--- config.mk ---
export PLATFORM = sky130hd
export DESIGN_NAME = dchain_top
export DESIGN_NICKNAME = d
export VERILOG_FILES = /design/src/rtl/dchain_pkg.sv /design/src/rtl/dchain_edge.sv /design/src/rtl/dchain_shift.sv /design/src/rtl/dchain_hold.sv /design/src/rtl/dchain_top.sv
export SDC_FILE = /design/constraint.sdc
export NUM_CORES = 1
export LEC_CHECK = 0
export ABC_AREA = 1
export BUFFER_PORTS_ARGS = -buffer_cell sky130_fd_sc_hd__buf_4
export CAP_MARGIN = 10
export CORE_ASPECT_RATIO = 1.5
export CORE_MARGIN = 2
export CORE_UTILIZATION = 39
export DETAILED_ROUTE_END_ITERATION = 10
export PLACE_DENSITY = 0.69
export SLEW_MARGIN = 20
export SYNTH_ARGS = -nofsm -noshare
export SYNTH_HDL_FRONTEND = slang
export SYNTH_SLANG_ARGS = --single-unit
export TNS_END_PERCENT = 100
--- constraint.sdc ---
create_clock -name clk -period 44.1 [get_ports clk]
set_input_delay 8.82 -clock clk [delete_from_list [all_inputs] [get_ports clk]]
set_output_delay 8.82 -clock clk [all_outputs]
set_load 0.05 [all_outputs]
--- src/rtl/dchain_pkg.sv ---
package dchain_pkg;

  // Chain stage that feeds channel k (0-based) after a full load:
  // the earliest word travels farthest, so channel 0 reads the last stage.
  function automatic int stage_of_chan(input int chan, input int depth);
    return depth - 1 - chan;
  endfunction

  // Selected when the active-low pin is low and the active-high pin is high.
  function automatic logic chip_selected(input logic sel_n, input logic sel);
    return (!sel_n) && sel;
  endfunction

endpackage

--- src/rtl/dchain_edge.sv ---
module dchain_edge (
  input  logic clk,
  input  logic rst,
  input  logic sig_i,
  input  logic en_i,
  output logic fire_o
);

  logic seen_q;

  // Reset to 1 so a line already high after reset is not taken as an edge.
  always_ff @(posedge clk) begin
    if (rst) seen_q <= 1'b1;
    else     seen_q <= sig_i;
  end

  assign fire_o = sig_i && !seen_q && en_i;

  // one rising edge yields at most one pulse
  p_single_pulse_r2: assert property (@(posedge clk) disable iff (rst)
    fire_o |=> !fire_o)
    else $error("edge fired on consecutive cycles");

endmodule

--- src/rtl/dchain_shift.sv ---
module dchain_shift #(
  parameter int WIDTH = 9,
  parameter int DEPTH = 48
) (
  input  logic                     clk,
  input  logic                     rst,
  input  logic                     shift_i,
  input  logic [WIDTH-1:0]         din_i,
  output logic [DEPTH*WIDTH-1:0]   stages_o,
  output logic [WIDTH-1:0]         dout_o
);

  localparam int LAST = DEPTH - 1;

  logic [WIDTH-1:0] stg_q [DEPTH];

  always_ff @(posedge clk) begin
    if (rst) begin
      for (int s = 0; s < DEPTH; s++) stg_q[s] <= '0;
    end else if (shift_i) begin
      stg_q[0] <= din_i;
      for (int s = 1; s < DEPTH; s++) stg_q[s] <= stg_q[s-1];
    end
  end

  for (genvar g = 0; g < DEPTH; g++) begin : g_flat
    assign stages_o[g*WIDTH +: WIDTH] = stg_q[g];
  end

  assign dout_o = stg_q[LAST];

  // accepted shift captures the input word into the head stage
  p_head_capture_r2: assert property (@(posedge clk) disable iff (rst)
    shift_i |=> stg_q[0] == $past(din_i))
    else $error("head stage missed input word");

  // no shift, cascade output holds
  p_idle_hold_r6: assert property (@(posedge clk) disable iff (rst)
    !shift_i |=> $stable(dout_o))
    else $error("cascade output moved without a shift");

  if (DEPTH > 1) begin : g_adv
    // the output stage takes its neighbour on each shift
    p_advance_r3: assert property (@(posedge clk) disable iff (rst)
      shift_i |=> dout_o == $past(stg_q[LAST-1]))
      else $error("chain did not advance by one stage");
  end

endmodule

--- src/rtl/dchain_hold.sv ---
module dchain_hold #(
  parameter int WIDTH = 9,
  parameter int DEPTH = 48
) (
  input  logic                   clk,
  input  logic                   rst,
  input  logic                   load_i,
  input  logic [DEPTH*WIDTH-1:0] stages_i,
  output logic [DEPTH*WIDTH-1:0] lat_o
);
  import dchain_pkg::*;

  for (genvar k = 0; k < DEPTH; k++) begin : g_chan
    localparam int SRC = stage_of_chan(k, DEPTH);
    logic [WIDTH-1:0] ch_q;

    always_ff @(posedge clk) begin
      if (rst)         ch_q <= '0;
      else if (load_i) ch_q <= stages_i[SRC*WIDTH +: WIDTH];
    end

    assign lat_o[k*WIDTH +: WIDTH] = ch_q;
  end

  // channel 1 receives the stage nearest the output
  p_copy_first_r5: assert property (@(posedge clk) disable iff (rst)
    load_i |=> lat_o[WIDTH-1:0] == $past(stages_i[(DEPTH-1)*WIDTH +: WIDTH]))
    else $error("channel 1 did not take the last stage");

  // channels keep their values between strobes
  p_keep_r7: assert property (@(posedge clk) disable iff (rst)
    !load_i |=> $stable(lat_o))
    else $error("channels changed without a strobe");

endmodule

--- src/rtl/dchain_top.sv ---
module dchain_top #(
  parameter int WIDTH = 9,
  parameter int DEPTH = 48
) (
  input  logic                   clk,
  input  logic                   rst,
  input  logic                   sclk_i,
  input  logic                   stb_i,
  input  logic                   ce_n_i,
  input  logic                   ce_i,
  input  logic [WIDTH-1:0]       din_i,
  output logic [WIDTH-1:0]       dout_o,
  output logic [DEPTH*WIDTH-1:0] lat_o
);
  import dchain_pkg::*;

  logic                   sel;
  logic                   shift_go;
  logic                   latch_go;
  logic [DEPTH*WIDTH-1:0] stages;

  assign sel = chip_selected(ce_n_i, ce_i);

  dchain_edge u_shift_edge (
    .clk    (clk),
    .rst    (rst),
    .sig_i  (sclk_i),
    .en_i   (sel),
    .fire_o (shift_go)
  );

  dchain_edge u_strobe_edge (
    .clk    (clk),
    .rst    (rst),
    .sig_i  (stb_i),
    .en_i   (sel),
    .fire_o (latch_go)
  );

  dchain_shift #(.WIDTH(WIDTH), .DEPTH(DEPTH)) u_chain (
    .clk      (clk),
    .rst      (rst),
    .shift_i  (shift_go),
    .din_i    (din_i),
    .stages_o (stages),
    .dout_o   (dout_o)
  );

  dchain_hold #(.WIDTH(WIDTH), .DEPTH(DEPTH)) u_bank (
    .clk      (clk),
    .rst      (rst),
    .load_i   (latch_go),
    .stages_i (stages),
    .lat_o    (lat_o)
  );

  // deselected, both the cascade output and the channels hold
  p_deselect_hold_r6: assert property (@(posedge clk) disable iff (rst)
    (ce_n_i || !ce_i) |=> ($stable(dout_o) && $stable(lat_o)))
    else $error("state changed while deselected");

endmodule

==> results of run 1 <==
==> layer usage <==
metal  global-route usage, %  vias up  share of wire [%]
met2                    30.9      692                 48
met3                    4.06      123                6.5
met5                       0        -                  0
li1                        -    12100                  -
met4                    8.28        0                3.7
met1                    23.3    11500                 42
==> metrics by stage <==
| step | hold WS, ns | cells | instance area, µm² | total power (W) |
|---|---|---|---|---|
| detailed placement | 0.471 | 5094 | 37200 | 0.00103 |
| CTS | 0.485 | 5250 | 40000 | 0.00176 |
| global route | 0.492 | 5251 | 40000 | 0.00180 |
| global placement | 0.464 | 5093 | 37200 | 0.00103 |
| floorplan | 0.517 | 3728 | 33300 | 0.00101 |
| finish | 0.479 | 5251 | 40000 | 0.00174 |
==> synth_stat cells <==
| library cell | instances |
|---|---|
| o21ai_0 | 1 |
| nand4_2 | 1 |
| or2_2 | 1 |
| nand2_1 | 436 |
| edfxtp_1 | 432 |
| buf_1 | 24 |
| buf_4 | 21 |
| clkbuf_1 | 49 |
| buf_6 | 1 |
| dfxtp_1 | 434 |
| nor2_2 | 1 |
| buf_2 | 146 |
| clkbuf_4 | 4 |
| nor2_4 | 2 |
| inv_2 | 1 |
| nand3_1 | 432 |
| inv_1 | 446 |
| nor2_1 | 1296 |
==> path summary, 6_finish.rpt <==
check,from,endpoint,slack [ns],cells after the start
setup / recovery,stb_i,u_bank.g_chan[16].ch_q[2],32.43,9
hold / removal,u_bank.g_chan[47].ch_q[6],u_bank.g_chan[47].ch_q[6],0.48,2
setup reg to reg,u_strobe_edge.seen_q,u_bank.g_chan[16].ch_q[2],40.36,7
hold reg to reg,u_bank.g_chan[47].ch_q[6],u_bank.g_chan[47].ch_q[6],0.48,2
==> layout make-up <==
| type | instances | area, µm² | share of cell area (%) |
|---|---|---|---|
| Tap cell | 1130 | 1410 | 3.53 |
| Clock inverter | 35 | 392 | 0.979 |
| Timing Repair Buffer | 482 | 3710 | 9.28 |
| Inverter | 447 | 1690 | 4.21 |
| Sequential cell | 866 | 21700 | 54.2 |
| Multi-Input combinational cell | 2170 | 8740 | 21.9 |
| Clock buffer | 121 | 2390 | 5.99 |
==> flip-flops by register name, indices dropped and copies added, names as in the netlist <==
signal	flops
u_chain.stg_q	432
u_bank.g_chan.ch_q	432
u_shift_edge.seen_q	1
u_strobe_edge.seen_q	1
==> critical path, cell delays in order <==
cell and delay, ns:
buf_4 0.08, inv_1 0.07, nor2_4 0.08, buf_4 0.75
buf_4 0.93, buf_4 0.90, nand3_1 0.18, nand2_1 0.12
nor2_1 0.05
==> where the power goes <==
part	switching [W]	internal, W	total [W]
registers	0.0000116	0.000873	0.000884
logic	0.0000944	0.0000304	0.000125
clock network	0.000316	0.000412	0.000729
==> logic make-up after synthesis <==
kind of cell           after synthesis
buffers and inverters              692
AO/OA/AOI/OAI                        1
flip-flops                         866
AND/OR/NAND/NOR                   2169
==> summary.md, run 1 <==
| Metric | Value |
|---|---|
| Fmax | 85.7 MHz |
| Largest family of logic cells by synthesized area | simple AND/OR/NAND/NOR gates |
| Post-Synth XOR/XNOR Area | 0% |
| Critical path class | in -> reg |
| TritonCTS clock tree | yes |
| Max_cap viols | 0 |
| Cell area after synthesis | 33300 µm² |
| First-pass detailed-route iteration total | 5 |
| Biggest area consumer among synthesized cells | edfxtp_1 |
| Critical path arrival | 12.24 ns |
| Initial Util | 39.2% |
| First-pass GRT wire length | 129000 µm |
| Worst setup SP type | input pin |
| Crit path capture type | flop |
| HPWL Detailed | 51100 µm |
| Placement Setup Slack | 31.88 ns |
| Worst-Margin Slew | 1.16 ns |
| Pwr/cell area | 43.4 nW/µm² |
| # fillers | 8125 |
| Slew Limit Fails | 0 |
| Flop and latch count out of synthesis | 866 |
| Largest net degree at the start of global routing | 199 |
| Row cnt | 131 |
| H-tree depth | 3 |
| Setup TNS | 0 ns |
| Fin. Hold Viols | 0 |
| Final ANT Viol Nets | 0 |
| Cell count after synthesis | 3728 |
| Share of the synthesized area in the top cell type | 39.0% |
| Initial antenna violation count | 0 |
| Reg clk slew, reported paths | 0.06 ns |
| Period utilization | 26.5% |
| Post-Syn Nets | 3743 |
| Root Driver | clkbuf_16 |
| Via density | 4.65 |
| Ant. Diodes | 0 |
| Number of remaining DRC errors | 0 |
| Relative slew slack | 22.4% |
| Setup Viol. Count Final | 0 |
| Input/output buffers | 455 |
| Compound-cell area share of the yosys netlist | 0.0150% |
| Die area | 87700 µm² |
| CP Max Fanout | 91 |
| CP Data Required Time | 44.66 ns |
| Status | complete, no violations |
| Syn_area_per_cell | 8.92 µm² |
| Nets | 4065 |
| Clk Latency, worst-skew pair | 0.68 ns |
| P&R area growth vs syn | 20.3% |
| GRT Residual Overflow | 0 |
| Io pins | 456 |
| Hold crit path type | reg -> reg |
| Clock sinks | 866 |
| Synth unique cells | 18 |
| Vias | 24400 |
| Post-Synth Adder-Cell Area | 0% |
| WL final | 83500 µm |
| Seq/Total Area, Yosys | 65.1% |
| Core area | 84700 µm² |
| GRT Overall Usage | 18.6% |
| Unrepaired setup endpoints after global routing | false |
| Layout cell share with drive strength beyond 1 | 14.9% |
| Maximum clock insertion buffer count | 3 |
| Die Ht | 362 µm |
| Die X | 242 µm |
| Vias in the first global route | 23100 |
| TritonCTS Buffers | 83 |
| Hold_buf cts | 0 |
| GP Congestion | 0.792 |
| Minimum clock period | 11.67 ns |
| Clock skew | 0.0178 ns |
| Core Util, Final | 47.2% |
| Worst setup margin | 32.43 ns |
| Worst VDD drop | 0.0000281 V |
| YS warnings | 0 |
| Routed len/inst | 15.9 µm |
| Post-synthesis simple-gate area fraction | 26.2% |
| Post-CTS Resized | 0 |
| Most frequent cells in the layout | nor2_1 (1296), buf_4 (475), inv_1 (445) |
| Mux contribution to synthesized area | 0% |
| DRT iter0 DRCs | 2017 |
| # Post-CTS Setup Buffers | 0 |
| Leakage power | 17.2 nW |
| Synth area leaders | edfxtp_1 (39%), dfxtp_1 (26%), nor2_1 (15%), nand3_1 (6.5%), inv_1 (5.0%) |
| Commonest non-fill, non-tap cell in the layout | nor2_1 |
Power figures use the tool's default switching activity.
==> run 2: changes to the inputs <==
--- a/config.mk
+++ b/config.mk
@@ -12,7 +12,7 @@
 export CORE_MARGIN = 2
 export CORE_UTILIZATION = 39
 export DETAILED_ROUTE_END_ITERATION = 10
-export PLACE_DENSITY = 0.69
+export PLACE_DENSITY = 0.71
 export SLEW_MARGIN = 20
 export SYNTH_ARGS = -nofsm -noshare
 export SYNTH_HDL_FRONTEND = slang
==> constraint.sdc (replaced) <==
create_clock -name clk -period 9.7 [get_ports clk]
set_input_delay 1.94 -clock clk [delete_from_list [all_inputs] [get_ports clk]]
set_output_delay 1.94 -clock clk [all_outputs]
set_load 0.05 [all_outputs]
==> summary.md, run 2 (synthesized netlist as in run 1, its figures left out) <==
| Metric | Value |
|---|---|
| Relative slew slack | 25.9% |
| Crit path capture type | flop |
| Critical path's slowest cell | buf_4 |
| TritonCTS Buffers | 83 |
| Slew Limit Fails | 0 |
| Reg2Reg Setup Slack | 6.51 ns |
| Crit path cell chain | buf_4, inv_8, nand4_4, buf_4, buf_4, nor2_1 |
| Number of remaining DRC errors | 0 |
| TritonCTS clock tree | yes |
| WL final | 83200 µm |
| Non-Filler Instances | 5246 |
| R2R cell count | 5 |
| Die Ht | 362 µm |
| GRT Overall Usage | 18.7% |
| Die area | 87700 µm² |
| DRT iter0 DRCs | 1913 |
| P_int | 0.00593 W |
| Root Driver | clkbuf_16 |
| Net Sw Frac | 24.4% |
| Largest net degree at the start of global routing | 202 |
| Worst hold path depth | 2 |
| H-tree depth | 3 |
| Core Util, Final | 47.1% |
| Clock sinks | 866 |
| Final ANT Viol Nets | 0 |
| Commonest non-fill, non-tap cell in the layout | nor2_1 |
| Reg-to-Reg Start | u_shift_edge.seen_q |
| Clock share of power | 41.5% |
| Layout cell share with drive strength beyond 1 | 15.0% |
| Initial Util | 39.2% |
| Max_cap viols | 0 |
| Initial antenna violation count | 1 |
| Worst-Margin Slew | 1.11 ns |
| Leakage power | 17.2 nW |
| Status | complete, no violations |
| Unrepaired setup endpoints after global routing | false |
| Period utilization | 50.5% |
| Hold path endpoint | u_bank.g_chan[28].ch_q[8] |
| P&R area growth vs syn | 20.0% |
| CP Max Fanout | 122 |
| Power share of the combinational group | 7.2% |
| Minimum clock period | 4.90 ns |
| Fin. Hold Viols | 0 |
| GP Congestion | 0.786 |
| Fmax | 204 MHz |
| Vias | 24500 |
| Core area | 84700 µm² |
| Routed len/inst | 15.9 µm |
| Vias in the first global route | 23100 |
| Critical Path Max Stage Delay | 0.85 ns |
| Setup TNS | 0 ns |
| Reg2Reg Capture Point | u_chain.stg_q[0][123] |
| # Post-CTS Setup Buffers | 0 |
| Clk Latency, worst-skew pair | 0.67 ns |
| Crit path buf inv count | 4 |
| HPWL Detailed | 51400 µm |
| Critical path class | in -> reg |
| Maximum clock insertion buffer count | 3 |
| Io pins | 456 |
| Most frequent cells in the layout | nor2_1 (1296), buf_4 (472), inv_1 (445) |
| Nets | 4063 |
| First-pass detailed-route iteration total | 6 |
| Pwr/cell area | 197 nW/µm² |
| Clock skew | 0.0251 ns |
| Die X | 242 µm |
| Hold_buf cts | 0 |
| Most used cell, CP | buf_4 |
| Post-CTS Resized | 0 |
| GRT Residual Overflow | 0 |
| First-pass GRT wire length | 130000 µm |
| Setup Viol. Count Final | 0 |
| Flop pwr share | 51.3% |
| P_sw | 0.00191 W |
| Reg clk slew, reported paths | 0.07 ns |
| Number of placed instances, taps included | 5093 |
| Worst setup SP type | input pin |
| Via density | 4.66 |
| Input/output buffers | 455 |
| Worst VDD drop | 0.000139 V |
| Crit path max-delay family | buffers and inverters |
| Hold Crit Start | u_bank.g_chan[28].ch_q[8] |
| Top flop regs | u_bank.g_chan.ch_q (432), u_chain.stg_q (432) |
| Hold crit path type | reg -> reg |
| Row cnt | 131 |
| CP Data Required Time | 10.07 ns |
| Critical path arrival | 5.27 ns |
-- run 2: final cells by class --
class	count	area, µm²
inverters	447	1690
multi-input cells	2170	8740
fillers	8063	44800
well taps	1130	1410
clock inverters	42	370
flip-flops and latches	866	21700
repair buffers	480	3680
clock buffers	110	2350
diodes	1	2.50
-- run 2: power groups by stage --
stage	clock network, W	registers [W]	logic [W]
floorplan	0	0.00424	0.000278
global placement	0	0.00410	0.000565
detailed placement	0	0.00410	0.000570
CTS	0.00334	0.00402	0.000572
global route	0.00348	0.00403	0.000618
finish	0.00326	0.00402	0.000565
-- run 2: metrics by stage --
stage / cell area [µm²] / setup WS, ns / power, W / hold slack, ns
floorplan: 33300 / 0.152 / 0.00452 / 0.517
detailed placement: 37200 / 4.06 / 0.00467 / 0.473
CTS: 39900 / 4.78 / 0.00793 / 0.486
finish: 39900 / 4.80 / 0.00784 / 0.483
global placement: 37200 / 4.12 / 0.00466 / 0.465
global route: 39900 / 4.48 / 0.00813 / 0.499
-- run 2: how the worst max path moves through the flow --
stage          cells past startpoint   start  slack (ns)                    end
4_1_cts                            6     rst        4.78  u_chain.stg_q[0][270]
2_1_floorplan                      3  ce_n_i        0.15    u_chain.stg_q[0][0]
3_3_place_gp                       6     rst        4.12  u_chain.stg_q[0][140]
6_report                           6     rst        4.80  u_chain.stg_q[0][123]
5_1_grt                            6     rst        4.48   u_chain.stg_q[0][53]
3_5_place_dp                       6     rst        4.06  u_chain.stg_q[0][270]
-- run 2: worst register-to-register path: cells and delay by family, from the launching register on --
kind | cells | cell delay (ns)
buffers and inverters | 3 | 1.94
flip-flops | 1 | 0.35
AND/OR/NAND/NOR | 2 | 0.60
-- run 2: routing by layer --
| layer | GRT usage [%] | routed length, µm | vias to the layer above |
|---|---|---|---|
| li1 | - | - | 12100 |
| met1 | 23.5 | 33700 | 11400 |
| met2 | 30.5 | 40100 | 763 |
| met3 | 3.75 | 5470 | 145 |
| met4 | 9.28 | 3930 | 0 |
| met5 | 0 | 0 | - |
==> run 3: changes to the inputs <==
--- a/config.mk
+++ b/config.mk
@@ -5,14 +5,14 @@
 export SDC_FILE = /design/constraint.sdc
 export NUM_CORES = 1
 export LEC_CHECK = 0
-export ABC_AREA = 1
+export ABC_AREA = 0
 export BUFFER_PORTS_ARGS = -buffer_cell sky130_fd_sc_hd__buf_4
 export CAP_MARGIN = 10
 export CORE_ASPECT_RATIO = 1.5
 export CORE_MARGIN = 2
 export CORE_UTILIZATION = 39
 export DETAILED_ROUTE_END_ITERATION = 10
-export PLACE_DENSITY = 0.71
+export PLACE_DENSITY = 0.69
 export SLEW_MARGIN = 20
 export SYNTH_ARGS = -nofsm -noshare
 export SYNTH_HDL_FRONTEND = slang
==> constraint.sdc (replaced) <==
create_clock -name clk -period 4.7 [get_ports clk]
set_input_delay 0.94 -clock clk [delete_from_list [all_inputs] [get_ports clk]]
set_output_delay 0.94 -clock clk [all_outputs]
set_load 0.05 [all_outputs]
==> summary.md, run 3 <==
| Metric | Value |
|---|---|
| Synth area leaders | edfxtp_1 (37%), dfxtp_1 (25%), nand2b_1 (11%), mux2i_1 (8.7%), nor3b_1 (6.5%) |
| Post-DP Area | 39400 µm² |
| Worst VDD drop | 0.000361 V |
| Setup Viol. Count Final | 0 |
| Initial Util | 39.2% |
| Seq/Total Area, Yosys | 61.4% |
| Top flop regs | u_bank.g_chan.ch_q (432), u_chain.stg_q (432) |
| Root Driver | clkbuf_16 |
| Worst setup SP type | input pin |
| Most frequent cells in the layout | nand2b_1 (612), buf_4 (466), dfxtp_1 (434) |
| DRT iter0 DRCs | 1094 |
| Status | complete, no violations |
| Core area | 90000 µm² |
| Clk Latency, worst-skew pair | 0.67 ns |
| Biggest area consumer among synthesized cells | edfxtp_1 |
| GRT Residual Overflow | 0 |
| Worst-Margin Slew | 1.07 ns |
| Cell area after synthesis | 35300 µm² |
| Slew Limit Fails | 0 |
| Syn_area_per_cell | 13.1 µm² |
| YS warnings | 0 |
| Critical path arrival | 2.74 ns |
| Clock skew | 0.0171 ns |
| CP Data Required Time | 4.99 ns |
| Fin. Hold Viols | 0 |
| Top cells by count, synth | nand2b_1 (613), dfxtp_1 (434), edfxtp_1 (432) |
| Max_cap viols | 0 |
| Post-Syn Nets | 2710 |
| Final ANT Viol Nets | 0 |
| First-pass detailed-route iteration total | 5 |
| Routed len/inst | 18.5 µm |
| GRT Overall Usage | 16.5% |
| Largest net degree at the start of global routing | 255 |
| TritonCTS clock tree | yes |
| P&R area growth vs syn | 20.1% |
| TritonCTS Buffers | 84 |
| # Post-CTS Setup Buffers | 0 |
| Unrepaired setup endpoints after global routing | false |
| H-tree depth | 3 |
| Initial antenna violation count | 1 |
| Cell area after layout | 42400 µm² |
| Post-CTS Resized | 0 |
| Asr flop ratio synth | 0% |
| Placement Setup Slack | 1.58 ns |
| Commonest non-fill, non-tap cell in the layout | nand2b_1 |
| Minimum clock period | 2.45 ns |
| Input/output buffers | 455 |
| Cell count after synthesis | 2695 |
| Die X | 250 µm |
| Worst hold path depth | 2 |
| Via density | 4.76 |
| Vias | 20400 |
| Hold crit path type | reg -> reg |
| Number of remaining DRC errors | 0 |
| Period utilization | 52.1% |
| WL final | 79100 µm |
| GP Congestion | 0.745 |
| R2R cell count | 3 |
| Die Ht | 372 µm |
| Leakage power | 15.5 nW |
| Die area | 93000 µm² |
| Fmax | 409 MHz |
| Worst setup margin | 2.25 ns |
| Io pins | 456 |
| Hold_buf cts | 0 |
| Reg clk slew, reported paths | 0.06 ns |
| Row cnt | 135 |
| Top FF cell, synth | dfxtp_1 |
| Maximum clock insertion buffer count | 3 |
| Relative slew slack | 28.8% |
| Pwr/cell area | 382 nW/µm² |
| Count leader, synth | nand2b_1 |
| Flop and latch count out of synthesis | 866 |
| Crit path capture type | flop |
| CP Max Fanout | 82 |
| First-pass GRT wire length | 119000 µm |
| Layout cell share with drive strength beyond 1 | 23.5% |
| Critical path class | in -> reg |
| Synth unique cells | 17 |
| Vias in the first global route | 20200 |
| Share of the synthesized area in the top cell type | 36.8% |
| HPWL Detailed | 50400 µm |
| Nets | 3061 |
| Clock sinks | 866 |
| Post-synth EDFFs | 432 |
## run 3: cell count changes in the layout (fill, tap and decap cells not counted), sizes merged, moves of 15 or more
cell / delta
clkbuf: +15
inv: -450
mux2: +126
mux2i: +306
nand2: -436
nand2b: +613
nand3: -432
nor2: -1299
nor2b: +252
nor3b: +306
## run 3: path summary, 6_finish.rpt
kind | start | to | slack (ns)
setup / recovery | ce_n_i | u_chain.stg_q[0][319] | 2.25
hold / removal | u_bank.g_chan[16].ch_q[4] | u_bank.g_chan[16].ch_q[4] | 0.47
setup reg to reg | u_shift_edge.seen_q | u_chain.stg_q[0][319] | 2.31
hold reg to reg | u_bank.g_chan[16].ch_q[4] | u_bank.g_chan[16].ch_q[4] | 0.47
## run 3: critical path: stages
cell and delay (ns):
buf_4 0.12, nand4bb_4 0.52, nand2b_4 0.60, buf_12 0.40
## run 3: cells by family (layout without fill, tap and decap cells)
logic type,count (synthesis),in the layout,share of synthesized area (%)
other cells,0,1,0
simple gates,1176,1176,22.0
buf+inv,221,643,3.54
flops,866,866,61.4
mux,432,432,13.1
## run 3: final cells by class
| type | instances | area [µm²] |
|---|---|---|
| Clock inverter | 32 | 419 |
| Timing Repair Buffer | 486 | 3890 |
| Antenna cell | 1 | 2.50 |
| Multi-Input combinational cell | 1608 | 12400 |
| Fill cell | 8020 | 47600 |
| Clock buffer | 125 | 2540 |
| Sequential cell | 866 | 21700 |
| Tap cell | 1164 | 1460 |
## run 3: through the flow
step | TNS, ns | power (W) | hold slack, ns | std cells | utilization [%]
2_1_floorplan | -51.99 | 0.00900 | 0.507 | 2695 | -
3_3_place_gp | 0 | 0.00921 | 0.459 | 4124 | 43.8
3_5_place_dp | 0 | 0.00921 | 0.461 | 4124 | 43.8
4_1_cts | 0 | 0.0164 | 0.440 | 4281 | 47.1
5_1_grt | 0 | 0.0167 | 0.465 | 4281 | 47.1
6_report | 0 | 0.0162 | 0.471 | 4282 | 47.1
## run 3: power breakdown
part / switching, W / internal (W)
combinational: 0.000489 / 0.000293
clock: 0.00299 / 0.00417
sequential: 0.000112 / 0.00814
## run 3: metal layers
layer	wire (µm)	track usage (%)	share of wire [%]
met5	0	0	0
met4	3280	8.38	4.1
met3	5540	5.02	7.0
met2	37600	27.1	47
met1	32700	19.7	41
